===== config.mk =====
export PLATFORM = sky130hd
export DESIGN_NAME = acc_arith_unit
export DESIGN_NICKNAME = d
export VERILOG_FILES = /design/src/rtl/acc_arith_pkg.sv /design/src/rtl/acc_rst_sync.sv /design/src/rtl/acc_adder.sv /design/src/rtl/acc_ovf_latch.sv /design/src/rtl/acc_arith_unit.sv
export SDC_FILE = /design/constraint.sdc
export NUM_CORES = 1
export LEC_CHECK = 0
export CORE_MARGIN = 10
export CORE_UTILIZATION = 51
export DETAILED_ROUTE_END_ITERATION = 6
export HOLD_SLACK_MARGIN = 0.08
export PLACE_DENSITY = 0.81
export SYNTH_ARGS = -nofsm -noshare
export SYNTH_HDL_FRONTEND = slang
export SYNTH_HIERARCHICAL = 1
export SYNTH_SLANG_ARGS = --single-unit

===== constraint.sdc =====
create_clock -name clk -period 1.6 [get_ports clk]
set_clock_uncertainty 0.2 [all_clocks]
set_input_delay 0.32 -clock clk [delete_from_list [all_inputs] [get_ports clk]]
set_output_delay 0.32 -clock clk [all_outputs]
set_load 0.02 [all_outputs]

===== src/rtl/acc_arith_pkg.sv =====
package acc_arith_pkg;
  localparam int OPW = 3;
  localparam logic [OPW-1:0] OP_ADD_A   = 3'd0;
  localparam logic [OPW-1:0] OP_ADD_B   = 3'd1;
  localparam logic [OPW-1:0] OP_SUB_A   = 3'd2;
  localparam logic [OPW-1:0] OP_ROUND_A = 3'd3;
  localparam logic [OPW-1:0] OP_SET_OV  = 3'd4;
  localparam logic [OPW-1:0] OP_TEST_OV = 3'd5;
endpackage


===== src/rtl/acc_rst_sync.sv =====
module acc_rst_sync #(
  parameter int STAGES = 2
) (
  input  logic clk,
  input  logic rst_n,
  output logic rst_sync_n
);
  logic [STAGES-1:0] chain_q;

  always_ff @(posedge clk or negedge rst_n) begin
    if (!rst_n) chain_q <= '0;
    else        chain_q <= {chain_q[STAGES-2:0], 1'b1};
  end

  assign rst_sync_n = chain_q[STAGES-1];
endmodule


===== src/rtl/acc_adder.sv =====
module acc_adder #(
  parameter int W = 16
) (
  input  logic [W-1:0] aug_i,
  input  logic [W-1:0] addend_i,
  input  logic         cin_i,
  output logic [W-1:0] sum_o,
  output logic         ovf_o
);
  always_comb begin
    sum_o = aug_i + addend_i + {{(W-1){1'b0}}, cin_i};
    ovf_o = (aug_i[W-1] == addend_i[W-1]) && (sum_o[W-1] != aug_i[W-1]);
  end
endmodule


===== src/rtl/acc_ovf_latch.sv =====
module acc_ovf_latch (
  input  logic clk,
  input  logic rst_n,
  input  logic set_i,
  input  logic clr_i,
  output logic q_o
);
  logic q_d;
  logic q_q;

  always_comb begin
    q_d = q_q;
    if (set_i)      q_d = 1'b1;
    else if (clr_i) q_d = 1'b0;
  end

  always_ff @(posedge clk or negedge rst_n) begin
    if (!rst_n) q_q <= 1'b0;
    else        q_q <= q_d;
  end

  assign q_o = q_q;


  hold_latch_chk: assert property (@(posedge clk) disable iff (!rst_n)
    (q_q && !clr_i) |=> q_q);


  set_latch_chk: assert property (@(posedge clk) disable iff (!rst_n)
    set_i |=> q_q);
endmodule


===== src/rtl/acc_arith_unit.sv =====
module acc_arith_unit
  import acc_arith_pkg::*;
#(
  parameter int W     = 16,
  parameter int SKIPW = 2
) (
  input  logic             clk,
  input  logic             rst_n,
  input  logic             op_valid,
  input  logic [OPW-1:0]   op_code,
  input  logic [W-1:0]     mem_word,
  output logic             op_done,
  output logic [W-1:0]     acc_a,
  output logic [W-1:0]     acc_b,
  output logic             ovf_flag,
  output logic [SKIPW-1:0] skip_cnt
);
  localparam int RND_BIT = W - 2;

  logic             rst_sync_n;
  logic [W-1:0]     a_q, a_d, b_q, b_d;
  logic             done_q;
  logic [SKIPW-1:0] skip_q, skip_d;
  logic [W-1:0]     aug, addend, sum;
  logic             cin, add_ovf;
  logic             is_arith, ov_set, ov_clr, ov_q;

  acc_rst_sync #(.STAGES(2)) u_rst (
    .clk(clk), .rst_n(rst_n), .rst_sync_n(rst_sync_n)
  );

  // operand steering for the shared adder
  always_comb begin
    aug    = (op_code == OP_ADD_B) ? b_q : a_q;
    addend = '0;
    cin    = 1'b0;
    case (op_code)
      OP_ADD_A, OP_ADD_B: addend = mem_word;
      OP_SUB_A: begin addend = ~mem_word; cin = 1'b1; end
      OP_ROUND_A: cin = b_q[RND_BIT];
      default: ;
    endcase
  end

  acc_adder #(.W(W)) u_add (
    .aug_i(aug), .addend_i(addend), .cin_i(cin), .sum_o(sum), .ovf_o(add_ovf)
  );

  // next state
  always_comb begin
    is_arith = (op_code == OP_ADD_A) || (op_code == OP_ADD_B) ||
               (op_code == OP_SUB_A) || (op_code == OP_ROUND_A);
    a_d    = a_q;
    b_d    = b_q;
    skip_d = '0;
    if (op_valid) begin
      if (op_code == OP_ADD_A || op_code == OP_SUB_A || op_code == OP_ROUND_A) a_d = sum;
      if (op_code == OP_ADD_B) b_d = sum;
      if (op_code == OP_TEST_OV && !ov_q) skip_d = SKIPW'(1);
    end
    ov_set = op_valid && ((is_arith && add_ovf) || (op_code == OP_SET_OV));
    ov_clr = op_valid && (op_code == OP_TEST_OV);
  end

  acc_ovf_latch u_ovf (
    .clk(clk), .rst_n(rst_sync_n), .set_i(ov_set), .clr_i(ov_clr), .q_o(ov_q)
  );

  // registers
  always_ff @(posedge clk or negedge rst_sync_n) begin
    if (!rst_sync_n) begin
      a_q    <= '0;
      b_q    <= '0;
      done_q <= 1'b0;
      skip_q <= '0;
    end else begin
      a_q    <= a_d;
      b_q    <= b_d;
      done_q <= op_valid;
      skip_q <= skip_d;
    end
  end

  assign acc_a    = a_q;
  assign acc_b    = b_q;
  assign op_done  = done_q;
  assign ovf_flag = ov_q;
  assign skip_cnt = skip_q;


  done_pulse_chk: assert property (@(posedge clk) disable iff (!rst_sync_n)
    op_valid |=> op_done);


  idle_quiet_chk: assert property (@(posedge clk) disable iff (!rst_sync_n)
    !op_valid |=> (!op_done && skip_cnt == '0));


  skip_clear_chk: assert property (@(posedge clk) disable iff (!rst_sync_n)
    (op_valid && op_code == OP_TEST_OV && !ovf_flag) |=> (skip_cnt == SKIPW'(1) && !ovf_flag));


  consume_ovf_chk: assert property (@(posedge clk) disable iff (!rst_sync_n)
    (op_valid && op_code == OP_TEST_OV && ovf_flag) |=> (skip_cnt == '0 && !ovf_flag));


  set_ov_stable_chk: assert property (@(posedge clk) disable iff (!rst_sync_n)
    (op_valid && op_code == OP_SET_OV) |=> (ovf_flag && $stable(acc_a) && $stable(acc_b)));


  add_b_keeps_a_chk: assert property (@(posedge clk) disable iff (!rst_sync_n)
    (op_valid && op_code == OP_ADD_B) |=> $stable(acc_a));
endmodule


==> results of run 1 <==
==> cells in the final DEF (no fill, tap or decap), types with 8 or more instances in the layout <==
cell type | Yosys | routed
buf_4 | 3 | 80
buf_2 | 1 | 27
mux2_2 | 64 | 24
buf_6 | 2 | 18
dfrtp_1 | 37 | 37
ha_4 | 0 | 12
nor2_1 | 21 | 12
mux2_4 | 0 | 40
xnor2_2 | 0 | 8
clkdlybuf4s50_1 | 0 | 17
==> registers in the layout, indices dropped and copies added (netlist names) <==
name           cells
u_rst/chain_q      2
op_done            1
skip_cnt           1
acc_b             16
acc_a             16
u_ovf/q_o          1
==> timing repair <==
action	in CTS	in global routing
setup endpoints to repair	68	52
cloned	1	0
hold buffers	3	0
resized for setup	190	68
hold endpoints to repair	8	0
pin swaps	24	20
setup buffers	8	21
==> per-layer routing <==
metal | vias up | track usage (%) | wire, um
met5 | - | 0 | 0
met4 | 0 | 16.2 | 1030
met3 | 96 | 7.00 | 983
met2 | 240 | 45.9 | 6190
met1 | 1399 | 25.6 | 4240
li1 | 1149 | - | -
==> worst paths after layout <==
check | endpoint | startpoint | cells after the start
worst max-delay path | u_ovf/q_o | op_code[0] | 16
worst min-delay path | u_rst/chain_q[1] | u_rst/chain_q[0] | 0
worst max register to register | acc_a[8] | acc_b[0] | 10
worst min register to register | u_rst/chain_q[1] | u_rst/chain_q[0] | 0
max in group asynchronous | acc_b[9] | u_rst/chain_q[1] | 2
min in group asynchronous | acc_a[1] | u_rst/chain_q[1] | 1
==> final cells by class <==
cell class                 count  area, um2
multi-input combinational    181       2250
timing repair buffer         160       1350
sequential                    37        926
fill                         131        325
tap                           70       87.6
clock buffer                   6       72.6
inverter                       5       18.8
clock inverter                 2       10.0
==> through the flow <==
step | setup WS [ps] | util (%)
5_1_grt | -1680 | 93.5
4_1_cts | -1290 | 89.1
3_5_place_dp | -2210 | 78.2
3_3_place_gp | -2110 | 78.2
6_report | -1570 | 93.5
2_1_floorplan | -1520 | -
==> worst max-delay path, delay by kind of cell <==
family / cells / cell delay [ps]
fa+ha+maj: 1 / 220
compound gates: 4 / 840
mux: 3 / 730
buf+inv: 4 / 470
simple gates: 4 / 630
==> cells by family (layout without fill, tap and decap cells) <==
kind of cell	count (synthesis)	after routing
xor gates and xnor gates	14	14
and+or+nand+nor	49	49
muxes	66	66
adders and majority gates	16	16
buffers and inverters	16	173
other	2	2
DFF	37	37
AOI/OAI and AO/OA	34	34
==> where the power goes <==
part / total [uW] / internal [uW] / switching [uW]
combinational: 6420 / 3300 / 3130
sequential: 1680 / 1360 / 317
clock: 675 / 303 / 373
total: 8780 / 4960 / 3820
==> synthesized netlist by cell type, types with 2 or more instances <==
cell	count
mux2i_1	2
a211oi_1	2
buf_6	2
a21oi_1	8
fa_1	2
nand2_1	5
clkbuf_1	4
dfrtp_1	37
mux2_2	64
ha_1	14
o21ai_0	4
o21a_1	4
a31oi_1	3
conb_1	2
nor3b_1	3
inv_1	5
nand3_1	2
and3_1	3
nor2b_1	5
buf_4	3
nor2_1	21
xor2_1	4
xnor2_1	10
nand2b_1	2
o211a_1	2
a21o_1	5
==> results.sh, run 1 <==
export IMPL_fin_setup_tns_ps=-37940
export IMPL_cp_required_ps=1650
export IMPL_synthAdderAreaFrac_pct=8.23
export IMPL_grt_overflow=0
export IMPL_grt_use_total_pct=25.6
export IMPL_rows=26
export IMPL_min_period_ps=3170
export IMPL_syn_instance_count=234
export IMPL_vias=2884
export IMPL_drc=0
export IMPL_diodes=0
export IMPL_async_flop_share_pct=100
export IMPL_dr_pass1_iters=5
export IMPL_clk_latency_ps=300
export IMPL_cts_buffers=5
export IMPL_powerDensity_nw_per_um2=1860
export IMPL_drive_gt1_share_pct=69.6
export IMPL_crit_chain="buf_6, nor2b_4, nor2b_4, buf_6, buf_8, buf_6, mux2_4, ha_4, a21o_1, a211oi_2, nand3b_1, o21ai_2, mux2i_1, mux2i_1, nor2b_1, a21o_1"
export IMPL_cts_tree="done"
export IMPL_final_nets=428
export IMPL_outcome="complete, but fails checks"
export IMPL_place_congestion=0.846
export IMPL_syn2layout_area_growth_pct=80.4
export IMPL_violations="setup timing"
export IMPL_cts_sinks=37
export IMPL_placed_cell_area_um2=3950
export IMPL_drv_slew=0
export IMPL_vdd_drop_max_uv=1280
export IMPL_final_cells=461
export IMPL_clock_root_buffer="clkbuf_8"
export IMPL_seq_area_frac_synth_pct=35.4
export IMPL_dpl_hpwl_um=5770
export IMPL_worst_path_max_delay_cell="mux2_4"
export IMPL_synth_top_cell_by_area="dfrtp_1"
export IMPL_cp_end_kind="flop"
export IMPL_avgViaCountPerCell=6.26
export IMPL_htreeDepth=2
export IMPL_synthSimpleGateAreaFrac_pct=10.5
export IMPL_synth_xor_area_share_pct=4.69
export IMPL_wl_per_cell_um=27.0
export IMPL_synthFlopType="dfrtp_1"
export IMPL_synthTopCellsByArea="dfrtp_1, mux2_2, ha_1"
export IMPL_placed_cells_incl_taps=427
export IMPL_synth_seq_cells=37
export IMPL_design_area_um2=4720
export IMPL_synthMuxAreaShare_pct=28.3
export IMPL_ant_nets=0
export IMPL_synth_cell_area_um2=2620
export IMPL_worstSetupStartpointType="input port"
export IMPL_path_clk_slew_ps=80
export IMPL_grt_pass1_vias=3108
export IMPL_grt_antenna_before_repair=0
export IMPL_p_total_uw=8780
export IMPL_synth_top_family_by_area="multiplexers"
export IMPL_syn_num_nets=272
export IMPL_avgSynthCellArea_um2=11.2
export IMPL_maxCapViolCount=0
export IMPL_core_um2=5040
export IMPL_die_width_um=91.6
export IMPL_fin_crit_sh_pct=198
export IMPL_grt_first_pass_wirelength_um=16800
export IMPL_yosysUniqueCellTypes=42
export IMPL_initial_core_util_pct=51.9
export IMPL_netlist_area_leader_share_pct=35.4
export IMPL_port_buffers=56
export IMPL_rrSetupSlack_ps=-1370
export IMPL_fmax_ghz=0.316
export IMPL_finalWorstSetupSlack_ps=-1570
export IMPL_slowest_delay_ps=320
export IMPL_ios=58
export IMPL_hp_class="flop to flop"
export IMPL_ys_warn_count=6
export IMPL_arrival_ps=3220
export IMPL_wl_um=12400
export IMPL_grt_max_degree=30
export IMPL_cts_buffer_depth=2
export IMPL_die_area_um2=8390
export IMPL_setup_viol=33
export IMPL_crit_fanout=7
export IMPL_synth_compound_area_share_pct=9.19
export IMPL_leakagePower_uw=0.00223
export IMPL_hold_worst_slack_ps=178
export IMPL_die_y_um=91.6
export IMPL_drtIter0Drc=196
export IMPL_hold_viol_final=0
export IMPL_rsz0062_at_grt="true"
export IMPL_synth_edf_count=0
export IMPL_crit_type="input port to flop"
export IMPL_crit_path_frequent_cell="buf_6"
(Power assumes the default switching activity.)
==> run 2: changes to the inputs <==
--- a/config.mk
+++ b/config.mk
@@ -9,8 +9,7 @@
 export CORE_UTILIZATION = 51
 export DETAILED_ROUTE_END_ITERATION = 6
 export HOLD_SLACK_MARGIN = 0.08
-export PLACE_DENSITY = 0.81
+export PLACE_DENSITY = 0.8
 export SYNTH_ARGS = -nofsm -noshare
 export SYNTH_HDL_FRONTEND = slang
-export SYNTH_HIERARCHICAL = 1
 export SYNTH_SLANG_ARGS = --single-unit
==> run 2 against run 1 <==
The run still ends with setup timing left. Worst setup slack improved by 170 ps. Synthesized cell count rose by 31%. Cell area fell by 1.5%. Non-clock buffer count rose by 3. Critical path depth fell by 5. Power fell by 5.6%. Critical endpoint is now acc_a[13]. Largest cell class unchanged. Largest power group unchanged.
==> results.sh, run 2 <==
export IMPL_dr_pass1_iters=7
export IMPL_wl_per_cell_um=26.1
export IMPL_layout_commonest_cell="buf_4"
export IMPL_htreeDepth=2
export IMPL_wl_um=13900
export IMPL_die_y_um=92.7
export IMPL_nFillCells=207
export IMPL_crit_buf_inv=2
export IMPL_cts_sinks=37
export IMPL_netlist_top_cells_count="nand2_1, dfrtp_1, mux2_2, o21ai_0, nor2_1"
export IMPL_syn_num_nets=344
export IMPL_path_clk_slew_ps=90
export IMPL_core_um2=5110
export IMPL_rsz0062_at_grt="true"
export IMPL_cp_required_ps=1590
export IMPL_fmax_ghz=0.334
export IMPL_yosysMostFrequentCell="nand2_1"
export IMPL_grt_max_degree=36
export IMPL_powerDensity_nw_per_um2=1780
export IMPL_drtIter0Drc=453
export IMPL_initial_core_util_pct=52.8
export IMPL_setup_viol=35
export IMPL_synth_cell_area_um2=2700
export IMPL_cp_end_kind="flop"
export IMPL_ios=58
export IMPL_crit_fanout=3
export IMPL_synthFlopType="dfrtp_1"
export IMPL_synth_top_cell_by_area="dfrtp_1"
export IMPL_synth_edf_count=0
export IMPL_syn_instance_count=306
export IMPL_cts_buffers=5
export IMPL_mostFrequentLayoutCells="buf_4, nand2_1, dfrtp_1, buf_2, mux2_2"
export IMPL_drv_slew=0
export IMPL_hold_viol_final=0
export IMPL_syn2layout_area_growth_pct=72.5
export IMPL_top_layer_used="met4"
export IMPL_seq_area_um2=927
export IMPL_final_cells=531
export IMPL_design_area_um2=4650
export IMPL_yosysUniqueCellTypes=45
export IMPL_arrival_ps=2980
export IMPL_slowest_delay_ps=470
export IMPL_crit_type="input port to flop"
export IMPL_placed_cells_incl_taps=505
export IMPL_die_area_um2=8590
export IMPL_drive_gt1_share_pct=56.0
export IMPL_dpl_hpwl_um=6510
export IMPL_rows=26
export IMPL_crit_chain="clkdlybuf4s50_1, mux2_2, nor2_1, ha_4, o21ai_0, o21ai_2, nand2_1, o211ai_1, buf_4, and3_4, o31ai_2"
export IMPL_grt_pass1_vias=3438
export IMPL_wl_met2_um=6620
export IMPL_clock_root_buffer="clkbuf_8"
export IMPL_place_congestion=0.871
export IMPL_grt_first_pass_wirelength_um=17300
export IMPL_drt_met1_wl_um=4650
export IMPL_grt_overflow=0
export IMPL_cts_buffer_depth=2
export IMPL_hp_class="flop to asynchronous set/reset pin"
export IMPL_netlist_area_leader_share_pct=34.4
export IMPL_avgSynthCellArea_um2=8.81
export IMPL_synth_seq_cells=37
export IMPL_ant_nets=0
export IMPL_worstSetupStartpointType="input port"
export IMPL_r2r_start="acc_b[14]"
export IMPL_vdd_drop_max_uv=1410
export IMPL_grt_antenna_before_repair=0
export IMPL_path_delay_family="compound AO/OA/AOI/OAI gates"
export IMPL_avgViaCountPerCell=6.53
export IMPL_min_period_ps=2990
export IMPL_die_width_um=92.7
export IMPL_fin_crit_sh_pct=187
export IMPL_final_nets=498
export IMPL_leakagePower_uw=0.00210
export IMPL_cts_tree="done"
export IMPL_seq_area_frac_synth_pct=34.4
export IMPL_clk_latency_ps=310
export IMPL_diodes=0
export IMPL_grt_use_total_pct=24.9
export IMPL_drc=0
export IMPL_post_route_util_pct=91.0
export IMPL_ys_warn_count=0
export IMPL_async_flop_share_pct=100
export IMPL_crit_start="mem_word[3]"
export IMPL_dr_wl_met3_um=1340
export IMPL_multi_input_area_um2=2220
export IMPL_placed_cell_area_um2=4080
export IMPL_finalWorstSetupSlack_ps=-1390
export IMPL_p_total_uw=8280
export IMPL_port_buffers=56
export IMPL_worst_path_max_delay_cell="clkdlybuf4s50_1"
export IMPL_maxCapViolCount=0
export IMPL_synthTopCellsByArea="dfrtp_1, mux2_2, ha_1"
export IMPL_vias=3469
export IMPL_violations="setup timing"
export IMPL_outcome="complete, but fails checks"
==> run 2: cell types whose count changed after synthesis, sizes merged, moves of 4 or more <==
cell / change
nor2: +8
a21oi: +8
nand2: +35
o21ai: +29
nand3: +6
mux2: -33
o31ai: +7
clkbuf: +8
inv: +4
nand2b: +4
==> run 2: worst paths after layout <==
| kind | end | cells after the start | slack [ps] |
|---|---|---|---|
| max in group asynchronous | u_rst.chain_q[0] | 2 | 560 |
| worst min register to register | acc_a[1] | 1 | 100 |
| worst max register to register | acc_b[15] | 12 | -1330 |
| worst min-delay path | acc_a[1] | 1 | 100 |
| min in group clk | u_rst.chain_q[1] | 0 | 170 |
| worst max-delay path | acc_a[13] | 11 | -1390 |
==> run 2: routing by layer <==
layer  vias up  track usage (%)
li1       1383                -
met5         -                0
met3       129             6.62
met1      1628             25.3
met2       329             43.6
met4         0             17.4
==> run 2: timing repair <==
| item | CTS | global route |
|---|---|---|
| resized for setup | 152 | 84 |
| setup endpoints to repair | 69 | 60 |
| setup buffers | 8 | 11 |
| hold buffers | 1 | 0 |
| hold endpoints to repair | 2 | 0 |
| pin swaps | 19 | 38 |
==> run 2: kinds of logic (layout without fill, tap and decap cells) <==
logic type | count (synthesis) | count (layout) | share of synthesized area, %
AND/OR/NAND/NOR | 105 | 105 | 18.9
AO/OA/AOI/OAI | 78 | 78 | 17.8
flip-flops | 37 | 37 | 34.4
multiplexers | 32 | 32 | 13.3
buffers and inverters | 25 | 180 | 3.76
adder cells (fa/ha/maj) | 16 | 16 | 7.99
XOR/XNOR | 11 | 11 | 3.57
other | 2 | 2 | 0.279
==> run 2: per-stage QoR <==
stage	setup slack [ps]	setup TNS, ps	hold slack (ps)
floorplan	-1440	-33450	-176
global placement	-1830	-51670	85.0
detailed placement	-1950	-54040	105
CTS	-1220	-29130	111
global route	-1510	-40700	141
finish	-1390	-35410	100
==> run 2: cell type report <==
cell class / instances / area share [%]
clock buffer: 7 / 2.07
clock inverter: 1 / 0.108
inverter: 9 / 0.727
multi-input combinational: 244 / 47.8
sequential: 37 / 19.9
tap: 70 / 1.88
timing repair buffer: 163 / 27.5
==> run 2: report_power, final <==
group | internal [uW] | leakage (uW) | switching, uW
combinational | 2680 | 0.00158 | 3160
clock | 390 | 0.0000542 | 382
sequential | 1340 | 0.000464 | 323
total | 4410 | 0.00210 | 3870
==> run 2: worst register-to-register path: stages (launching register included) <==
cell	delay, ps
dfrtp_1	420
nor2b_1	250
nor3b_2	110
fa_2	380
buf_4	150
buf_4	140
a211oi_4	230
o21ai_2	140
nand3_1	120
o31a_1	290
buf_4	180
a211o_1	130
nand3_1	80
